`config.mk`:
```
export PLATFORM = sky130hd
export DESIGN_NAME = rot_unit
export DESIGN_NICKNAME = d
export VERILOG_FILES = /design/src/rtl/rot_pkg.sv /design/src/rtl/rot_decode.sv /design/src/rtl/rot_addr_gen.sv /design/src/rtl/rot_alu.sv /design/src/rtl/rot_unit.sv
export SDC_FILE = /design/constraint.sdc
export NUM_CORES = 1
export LEC_CHECK = 0
export ABC_AREA = 1
export BUFFER_PORTS_ARGS = -buffer_cell sky130_fd_sc_hd__buf_2
export CAP_MARGIN = 20
export CORE_ASPECT_RATIO = 1.4
export CORE_UTILIZATION = 55
export CTS_BUF_LIST = sky130_fd_sc_hd__clkbuf_4 sky130_fd_sc_hd__clkbuf_8
export CTS_CLUSTER_SIZE = 24
export DETAILED_ROUTE_END_ITERATION = 8
export GPL_TIMING_DRIVEN = 0
export PLACE_DENSITY = 0.8
export SETUP_SLACK_MARGIN = 0.02
export SLEW_MARGIN = 20
export SYNTH_ARGS = -nofsm -noshare
export SYNTH_HDL_FRONTEND = slang
export SYNTH_SLANG_ARGS = --single-unit
export TNS_END_PERCENT = 50
```
`constraint.sdc`:
```
create_clock -name clk -period 2.9 [get_ports clk]
set_input_delay 0.58 -clock clk [delete_from_list [all_inputs] [get_ports clk]]
set_output_delay 0.58 -clock clk [all_outputs]
set_load 0.05 [all_outputs]
```
`src/rtl/rot_pkg.sv`:
```
package rot_pkg;

    typedef enum logic [2:0] {
        ST_IDLE,
        ST_DECODE,
        ST_READ,
        ST_PROC,
        ST_WRITE
    } rot_state_e;

    typedef enum logic [1:0] {
        OP_NONE,
        OP_RLNC,
        OP_RRC
    } rot_op_e;

    localparam logic [5:0] PFX_RLNC = 6'b010001;
    localparam logic [5:0] PFX_RRC  = 6'b001100;

    typedef struct packed {
        logic n;
        logic z;
        logic c;
    } rot_flags_t;

endpackage

```
`src/rtl/rot_decode.sv`:
```
module rot_decode
    import rot_pkg::*;
#(
    parameter int INSTR_W = 16,
    parameter int FADDR_W = 8
) (
    input  logic [INSTR_W-1:0] instr,
    output rot_op_e            op,
    output logic               dest_f,
    output logic               acc_sel,
    output logic [FADDR_W-1:0] faddr
);
    localparam int PFX_LSB = INSTR_W - 6;

    always_comb begin
        unique case (instr[INSTR_W-1:PFX_LSB])
            PFX_RLNC: op = OP_RLNC;
            PFX_RRC:  op = OP_RRC;
            default:  op = OP_NONE;
        endcase
    end

    assign dest_f  = instr[FADDR_W+1];
    assign acc_sel = instr[FADDR_W];
    assign faddr   = instr[FADDR_W-1:0];

endmodule

```
`src/rtl/rot_addr_gen.sv`:
```
module rot_addr_gen #(
    parameter int                FADDR_W = 8,
    parameter int                BANK_W  = 4,
    parameter logic [FADDR_W-1:0] SPLIT  = 8'h60,
    localparam int               ADDR_W  = BANK_W + FADDR_W
) (
    input  logic               acc_sel,
    input  logic               ext_mode,
    input  logic [FADDR_W-1:0] faddr,
    input  logic [BANK_W-1:0]  bsr,
    input  logic [ADDR_W-1:0]  fsr2,
    output logic [ADDR_W-1:0]  addr
);
    localparam logic [BANK_W-1:0] BANK_LO = '0;
    localparam logic [BANK_W-1:0] BANK_HI = '1;

    logic             low_half;
    logic [ADDR_W-1:0] idx_sum;
    logic [ADDR_W-1:0] win_addr;

    assign low_half = (faddr < SPLIT);
    assign idx_sum  = fsr2 + {BANK_LO, faddr};
    assign win_addr = low_half ? {BANK_LO, faddr} : {BANK_HI, faddr};

    always_comb begin
        if (acc_sel)
            addr = {bsr, faddr};
        else if (ext_mode && low_half)
            addr = idx_sum;
        else
            addr = win_addr;
    end

endmodule

```
`src/rtl/rot_alu.sv`:
```
module rot_alu
    import rot_pkg::*;
#(
    parameter int DATA_W = 8
) (
    input  rot_op_e           op,
    input  logic [DATA_W-1:0] din,
    input  logic              cin,
    output logic [DATA_W-1:0] res,
    output rot_flags_t        flags
);
    logic [DATA_W-1:0] rl;
    logic [DATA_W-1:0] rr;

    for (genvar i = 0; i < DATA_W; i++) begin : g_bit
        assign rl[(i + 1) % DATA_W] = din[i];
        if (i > 0) begin : g_rr
            assign rr[i-1] = din[i];
        end
    end
    assign rr[DATA_W-1] = cin;

    always_comb begin
        unique case (op)
            OP_RLNC: begin
                res     = rl;
                flags.c = cin;
            end
            OP_RRC: begin
                res     = rr;
                flags.c = din[0];
            end
            default: begin
                res     = din;
                flags.c = cin;
            end
        endcase
        flags.n = res[DATA_W-1];
        flags.z = (res == '0);
    end

endmodule

```
`src/rtl/rot_unit.sv`:
```
module rot_unit
    import rot_pkg::*;
#(
    parameter int DATA_W  = 8,
    parameter int BANK_W  = 4,
    parameter int INSTR_W = 16,
    localparam int ADDR_W = BANK_W + DATA_W
) (
    input  logic               clk,
    input  logic               rst_n,
    input  logic               start,
    input  logic [INSTR_W-1:0] instr,
    input  logic               ext_mode,
    input  logic [BANK_W-1:0]  bsr,
    input  logic [ADDR_W-1:0]  fsr2,
    output logic [ADDR_W-1:0]  rf_addr,
    output logic               rf_re,
    input  logic [DATA_W-1:0]  rf_rdata,
    output logic               rf_we,
    output logic [DATA_W-1:0]  rf_wdata,
    output logic [DATA_W-1:0]  w_out,
    output logic [2:0]         status_out,
    output logic               busy,
    output logic               done,
    output logic               illegal
);
    rot_state_e         state_q, state_d;
    logic [INSTR_W-1:0] instr_q;
    logic [ADDR_W-1:0]  addr_q;
    logic [DATA_W-1:0]  res_q;
    rot_flags_t         flg_q;
    logic [DATA_W-1:0]  w_q;
    rot_flags_t         status_q;

    rot_op_e            op;
    logic               dest_f;
    logic               acc_sel;
    logic [DATA_W-1:0]  faddr;
    logic [ADDR_W-1:0]  addr_calc;
    logic [DATA_W-1:0]  alu_res;
    rot_flags_t         alu_flags;

    rot_decode #(.INSTR_W(INSTR_W), .FADDR_W(DATA_W)) i_dec (
        .instr   (instr_q),
        .op      (op),
        .dest_f  (dest_f),
        .acc_sel (acc_sel),
        .faddr   (faddr)
    );

    rot_addr_gen #(.FADDR_W(DATA_W), .BANK_W(BANK_W)) i_addr (
        .acc_sel  (acc_sel),
        .ext_mode (ext_mode),
        .faddr    (faddr),
        .bsr      (bsr),
        .fsr2     (fsr2),
        .addr     (addr_calc)
    );

    rot_alu #(.DATA_W(DATA_W)) i_alu (
        .op    (op),
        .din   (rf_rdata),
        .cin   (status_q.c),
        .res   (alu_res),
        .flags (alu_flags)
    );

    // next-state logic
    always_comb begin
        state_d = state_q;
        unique case (state_q)
            ST_IDLE:   if (start) state_d = ST_DECODE;
            ST_DECODE: state_d = (op == OP_NONE) ? ST_IDLE : ST_READ;
            ST_READ:   state_d = ST_PROC;
            ST_PROC:   state_d = ST_WRITE;
            ST_WRITE:  state_d = ST_IDLE;
            default:   state_d = ST_IDLE;
        endcase
    end

    // state register
    always_ff @(posedge clk or negedge rst_n) begin
        if (!rst_n) state_q <= ST_IDLE;
        else        state_q <= state_d;
    end

    // datapath registers
    always_ff @(posedge clk or negedge rst_n) begin
        if (!rst_n) begin
            instr_q  <= '0;
            addr_q   <= '0;
            res_q    <= '0;
            flg_q    <= '0;
            w_q      <= '0;
            status_q <= '0;
        end else begin
            unique case (state_q)
                ST_IDLE:  if (start) instr_q <= instr;
                ST_READ:  addr_q <= addr_calc;
                ST_PROC: begin
                    res_q <= alu_res;
                    flg_q <= alu_flags;
                end
                ST_WRITE: begin
                    if (!dest_f) w_q <= res_q;
                    status_q <= flg_q;
                end
                default: ;
            endcase
        end
    end

    // outputs
    always_comb begin
        rf_re   = 1'b0;
        rf_we   = 1'b0;
        done    = 1'b0;
        illegal = 1'b0;
        busy    = 1'b1;
        rf_addr = addr_calc;
        unique case (state_q)
            ST_IDLE:   busy = 1'b0;
            ST_DECODE: illegal = (op == OP_NONE);
            ST_READ:   rf_re = 1'b1;
            ST_PROC:   rf_addr = addr_q;
            ST_WRITE: begin
                rf_addr = addr_q;
                rf_we   = dest_f;
                done    = 1'b1;
            end
            default: ;
        endcase
    end

    assign rf_wdata   = res_q;
    assign w_out      = w_q;
    assign status_out = status_q;

    // a write lands exactly two cycles after the read strobe
    p_we_after_re_r8: assert property (@(posedge clk) disable iff (!rst_n)
        rf_we |-> $past(rf_re, 2));

    // the commit cycle is followed by IDLE
    p_done_then_idle_r8: assert property (@(posedge clk) disable iff (!rst_n)
        done |=> !busy);

    // write-back targets the address that was read
    p_we_addr_r4: assert property (@(posedge clk) disable iff (!rst_n)
        rf_we |-> rf_addr == $past(rf_addr, 2));

    // file destination keeps W
    p_w_hold_r4: assert property (@(posedge clk) disable iff (!rst_n)
        (done && rf_we) |=> $stable(w_out));

    // left rotate keeps carry
    p_rlnc_keeps_c_r2: assert property (@(posedge clk) disable iff (!rst_n)
        (done && op == OP_RLNC) |=> status_out[0] == $past(status_out[0]));

    // illegal opcode leaves architectural state and returns to IDLE
    p_illegal_quiet_r9: assert property (@(posedge clk) disable iff (!rst_n)
        illegal |=> (!busy && $stable(w_out) && $stable(status_out)));

endmodule

```
Word level (Yosys, flattened, before mapping)
Index checks and enable logic that the tools add are counted.
Widths: inputs -> output; s select.

storage, ports and cells
  flip-flop bits (word level) = 53
  input bits = 44
  output and inout port bits = 36
  logic and storage cells = 45

operators by class
  add/subtract/negate cells = 1
  order comparisons = 1
  eq/ne operators = 9
  muxes and demuxes = 15
  bitwise operators = 1
  reductions and logical operators = 7

operators with widths
  cell                number
  $mux 12             4
  $pmux 8 s2          1
  $add 12x8->12       1
  $pmux 3 s4          1
  $logic_not 8->1     1
  $lt 8x7->1 const B  1
  $eq 3x2->1 const B  2
  $eq 6x4->1 const B  1
  $eq 6x5->1 const B  1
  $mux 1              6
  $pmux 2 s2          1
  $reduce_and 2->1    2
  $eq 3x1->1 const B  1
  $eq 3x3->1 const B  1
  $logic_not 3->1     1
  $mux 3              1
  $eq 2x1->1 const B  1
  $eq 2x2->1 const B  1
  $logic_not 2->1     1
  $mux 2              1
  $ne 2x2->1 const B  1
  $reduce_or 2->1     1
  $logic_and 1x1->1   1
  $not 1->1           1

Depth between registers and ports, before layout
  word-level depth = 5
  mapped depth = 13
  gate-level depth less buffers = 12

Cells and area by module
A second synthesis with hierarchy kept.

second synthesis, totals
  cells, all modules = 503
  area total of the unflattened synthesis = 3515.9 um^2

by module, submodules not included
  module        times used  cells each  area an instance (um^2)  sequential area each (um^2)
  rot_unit      1           279         2329.7                   1326.3
  rot_addr_gen  1           138         760.7                    0.0
  rot_alu       1           65          306.5                    0.0
  rot_decode    1           21          118.9                    0.0

Worst setup path before layout
OpenSTA, ideal clock, no wires.

  path type = in2out
  from = input port fsr2[0]
  to = output port rf_addr[4]
  arrival time = 2.719 ns
  required time = 2.320 ns
  path slack = -0.399 ns
  stages = 10
  path buffers = 0
  cells stage by stage = ha_1 inv_1 fa_1 inv_1 nand3_1 nand3_1 xnor2_1 nand2_1 o21ai_0 o21ai_0

between the ends
  word-level cells in the longest chain between the ends = 4

ends and longest elaborated chain
  item             line                text
  start, declared  rot_unit.sv:15      input logic [ADDR_W-1:0] fsr2,
  $add 12x8->12    rot_addr_gen.sv:22  assign idx_sum = fsr2 + {BANK_LO, faddr};
  $mux 12          rot_addr_gen.sv:28  else if (ext_mode && low_half)
  $mux 12          rot_addr_gen.sv:26  if (acc_sel)
  $mux 12          rot_unit.sv:121     unique case (state_q)
  end, declared    rot_unit.sv:16      output logic [ADDR_W-1:0] rf_addr,

No other way between the ends.

Final worst setup path
  from = register instr_q[0]
  to = output port rf_addr[8]

between the ends
  word-level cells in the longest chain between the ends = 5
  elaborated cells on any way between the ends = 7
  classes of those cells = add/sub (1); order compare (1); mux (4); reduce/logical (1)

ends and longest elaborated chain
  item                                                 line                                    text
  start, declared                                      rot_unit.sv:28                          logic [INSTR_W-1:0] instr_q;
  start signal, assigned                               rot_unit.sv:98                          ST_IDLE: if (start) instr_q <= instr;
  $lt 8x7->1                                           rot_addr_gen.sv:21                      assign low_half = (faddr < SPLIT);
  $mux 12 / $logic_and 1x1->1 (equally long branches)  rot_addr_gen.sv:23, rot_addr_gen.sv:28
  $mux 12 (*)                                          rot_addr_gen.sv:28
  $mux 12 (*)                                          rot_addr_gen.sv:26
  $mux 12 (*)                                          rot_unit.sv:121

Mark *: on every way between the ends. The rest lies on a longest branch, timed or not.

==> metrics.cfg <==
[routing]
vias_per_cell=5.341
drt_iter0_markers=159
drt-total-wl_um=7672
vias=2895
drt_first_pass_iters=4
post_drt_wl_per_cell_um=14.15
drcViolationCount=0
antenna_violating_nets_post_route=0

[cts]
clock_tree.htree_level_count=2
clock_sink_count=52
tritoncts=yes
clock-root-buffer=sky130_fd_sc_hd__clkbuf_8
cts-hold-fix-buffers=0
cts.path.max_buffers=2
clock_buffers_created_by_tritoncts=5
clk_lat_worst_skew_ps=310
clk_transition_reported_paths_ps=100

[critical_path]
end_kind=output port
required_ps=2320
arrival_ps=2200
critPathKind=reg -> out
launching_element_type_of_the_critical_path=flip-flop
rr_worst_depth=12
critical_path.max_fanout=3

[die]
core_area_um2=5275
die_area_um2=5901
num_io_pins=80
std_cell_rows=31
die_w_um=65.21
start_util_pct=58.33
die_y_um=90.50

[timing]
max-slew-margin-rel_pct=55.40
tightestPinTransition_ps=668.9
tns_ps=0
clock-skew-final_ps=10.44
timing_max_transition_violations_final=0
fmax_mhz=359.9
final_number_of_hold_violating_endpoints=0
grt_setup_unrepaired=true
finalCritPeriodShare_pct=95.82
holdWs_ps=294.7
setup-violations-final=0
fin_crit_ps=2779

[global_route]
antenna_found_initial=0
grt_first_pass_wirelength_um=12450
global_route.peak_usage_layer=met2
met1_usage_pct=28.83
gr-usage-met3_pct=5.934
global_route.overflow_total=0
globalRouteMet2Util_pct=51.46
groute.usage.overall_pct=27.44
first_global_vias=2855
grt_start_max_net_pins=53

[logic_synthesis]
post_synthesis_sequential_area_ratio_pct=42.29
ys_async_sr_fraction_pct=100.0
syn_area_per_cell_um2=7.950
postSynthRegisterBits=52
syn-instance-count=387
syn-num-nets=443
number_of_flops_mapped_to_enable_cells_by_yosys=0
mappedNetlistArea_um2=3077
synth_ff_type=sky130_fd_sc_hd__dfrtp_1
yosysWarningCount=0
synth.lib_cells_used.distinct=36

[finish]
mostFrequentLayoutCells=sky130_fd_sc_hd__nand2_1, sky130_fd_sc_hd__buf_2, sky130_fd_sc_hd__dfrtp_1
layout_commonest_cell=sky130_fd_sc_hd__nand2_1
filler_cell_count=430
multi_input_area_um2=1622
synthesis_to_layout_area_growth_pct=22.98
layout-drive-gt1-share_pct=30.88
num-nets-final=531
diodes_inserted=0
seq_area_um2=1301
final_core_utilization_pct=71.73

[outcome]
run_status=complete, no violations

[placed_design]
detailedPlacementHpwl_um=5686
portBuffers=79
gp_congestion=0.9243

[run]
max-cap-violations=0

[power_and_ir_drop]
pwr_density_cell_nw_per_um2=892.1
cellLeakagePower_nw=1.998
vdd_drop_max_mv=0.6879

[worst_hold_path]
hold_class=in -> async

==> power by group <==
group / switching [mW] / total (mW) / internal (mW)
clock network: 0.246 / 0.428 / 0.182
logic: 1.23 / 1.79 / 0.554
registers: 0.173 / 1.16 / 0.985
==> cells in the mapped netlist (2+ instances only) <==
master                       n  share of area (%)
sky130_fd_sc_hd__a21oi_1    16                2.6
sky130_fd_sc_hd__a31oi_1     2               0.41
sky130_fd_sc_hd__buf_2       5               0.81
sky130_fd_sc_hd__buf_4       3               0.73
sky130_fd_sc_hd__buf_6       2               0.73
sky130_fd_sc_hd__clkinv_1    2               0.24
sky130_fd_sc_hd__dfrtp_1    52                 42
sky130_fd_sc_hd__ha_1       11                4.5
sky130_fd_sc_hd__inv_1      42                5.1
sky130_fd_sc_hd__inv_2       2               0.24
sky130_fd_sc_hd__mux2_2     18                6.6
sky130_fd_sc_hd__nand2_1   111                 14
sky130_fd_sc_hd__nand2_4     2               0.73
sky130_fd_sc_hd__nand3_1    25                4.1
sky130_fd_sc_hd__nand3b_1    2               0.49
sky130_fd_sc_hd__nand4_1     5                1.0
sky130_fd_sc_hd__nor2_1     24                2.9
sky130_fd_sc_hd__o21ai_0    39                6.3
sky130_fd_sc_hd__o221ai_1    4                1.1
sky130_fd_sc_hd__or2_2       2               0.41
sky130_fd_sc_hd__xnor2_1     2               0.57
sky130_fd_sc_hd__xor2_1      2               0.57
==> state kept, by name, summed over array words and instances (netlist names) <==
name / cells
addr_q: 12
flg_q: 2
instr_q: 16
rf_wdata: 8
state_q: 3
status_out: 3
w_out: 8
==> critical path, cell delays in order, from the launching register on <==
cell and delay, ps:
sky130_fd_sc_hd__dfrtp_1 410, sky130_fd_sc_hd__ha_4 150, sky130_fd_sc_hd__inv_1 40, sky130_fd_sc_hd__fa_2 350, sky130_fd_sc_hd__inv_2 80, sky130_fd_sc_hd__nand3_2 60, sky130_fd_sc_hd__nand3_2 110, sky130_fd_sc_hd__nand2_2 70
sky130_fd_sc_hd__nand3b_1 100, sky130_fd_sc_hd__nand3_2 100, sky130_fd_sc_hd__a31oi_1 180, sky130_fd_sc_hd__buf_4 230
==> final timing paths <==
path                             start           to  slack [ps]
hold / removal                   rst_n   instr_q[3]         290
setup reg to reg           instr_q[14]     flg_q[1]         760
setup / recovery            instr_q[0]   rf_addr[8]         120
min in group clk            addr_q[10]   addr_q[10]         490
max in group asynchronous        rst_n  rf_wdata[7]        2160
hold reg to reg             addr_q[10]   addr_q[10]         490
==> area by class of cell <==
cell class              instances  share of cell area (%)
well taps                      66                   2.183
multi-input cells             278                   42.86
plain buffers                  11                   1.951
flip-flops and latches         52                   34.39
clock inverters                 2                  0.3638
clock buffers                   6                   2.017
inverters                      46                   4.564
repair buffers                 81                   11.67
==> metrics by stage <==
step | setup slack [ps] | total power, mW | instances | cell area, um^2
final | 121.2 | 3.375 | 542 | 3784
after detailed placement | -110.0 | 2.844 | 532 | 3557
after floorplan | -215.5 | 2.430 | 387 | 3077
after global routing | -35.07 | 3.590 | 542 | 3784
after CTS | 4.393 | 3.297 | 541 | 3680
after global placement | -47.56 | 2.797 | 532 | 3555
==> layer usage <==
| metal | share of wire, % | vias to the layer above |
|---|---|---|
| met5 | 0 | - |
| met4 | 2.3 | 0 |
| li1 | - | 1435 |
| met3 | 4.9 | 12 |
| met2 | 54 | 86 |
| met1 | 39 | 1362 |
==> timing repair <==
action / in CTS / in global routing
gates resized for setup: 6 / 31
pin swaps: 1 / 4
endpoints found under the setup margin: 4 / 9
gates cloned: 0 / 0
buffers inserted: 1 / 1
==> cells by family (layout without fill, tap and decap cells) <==
logic type | Yosys count | count (layout) | share of synthesized area, %
multiplexers | 19 | 19 | 6.913
AO/OA/AOI/OAI | 66 | 66 | 11.67
buffers and inverters | 57 | 146 | 8.011
flip-flops | 52 | 52 | 42.29
XOR/XNOR | 4 | 4 | 1.139
AND/OR/NAND/NOR | 177 | 177 | 24.85
adder cells (fa/ha/maj) | 12 | 12 | 5.124
No activity file was read; power rests on OpenSTA's default activity.
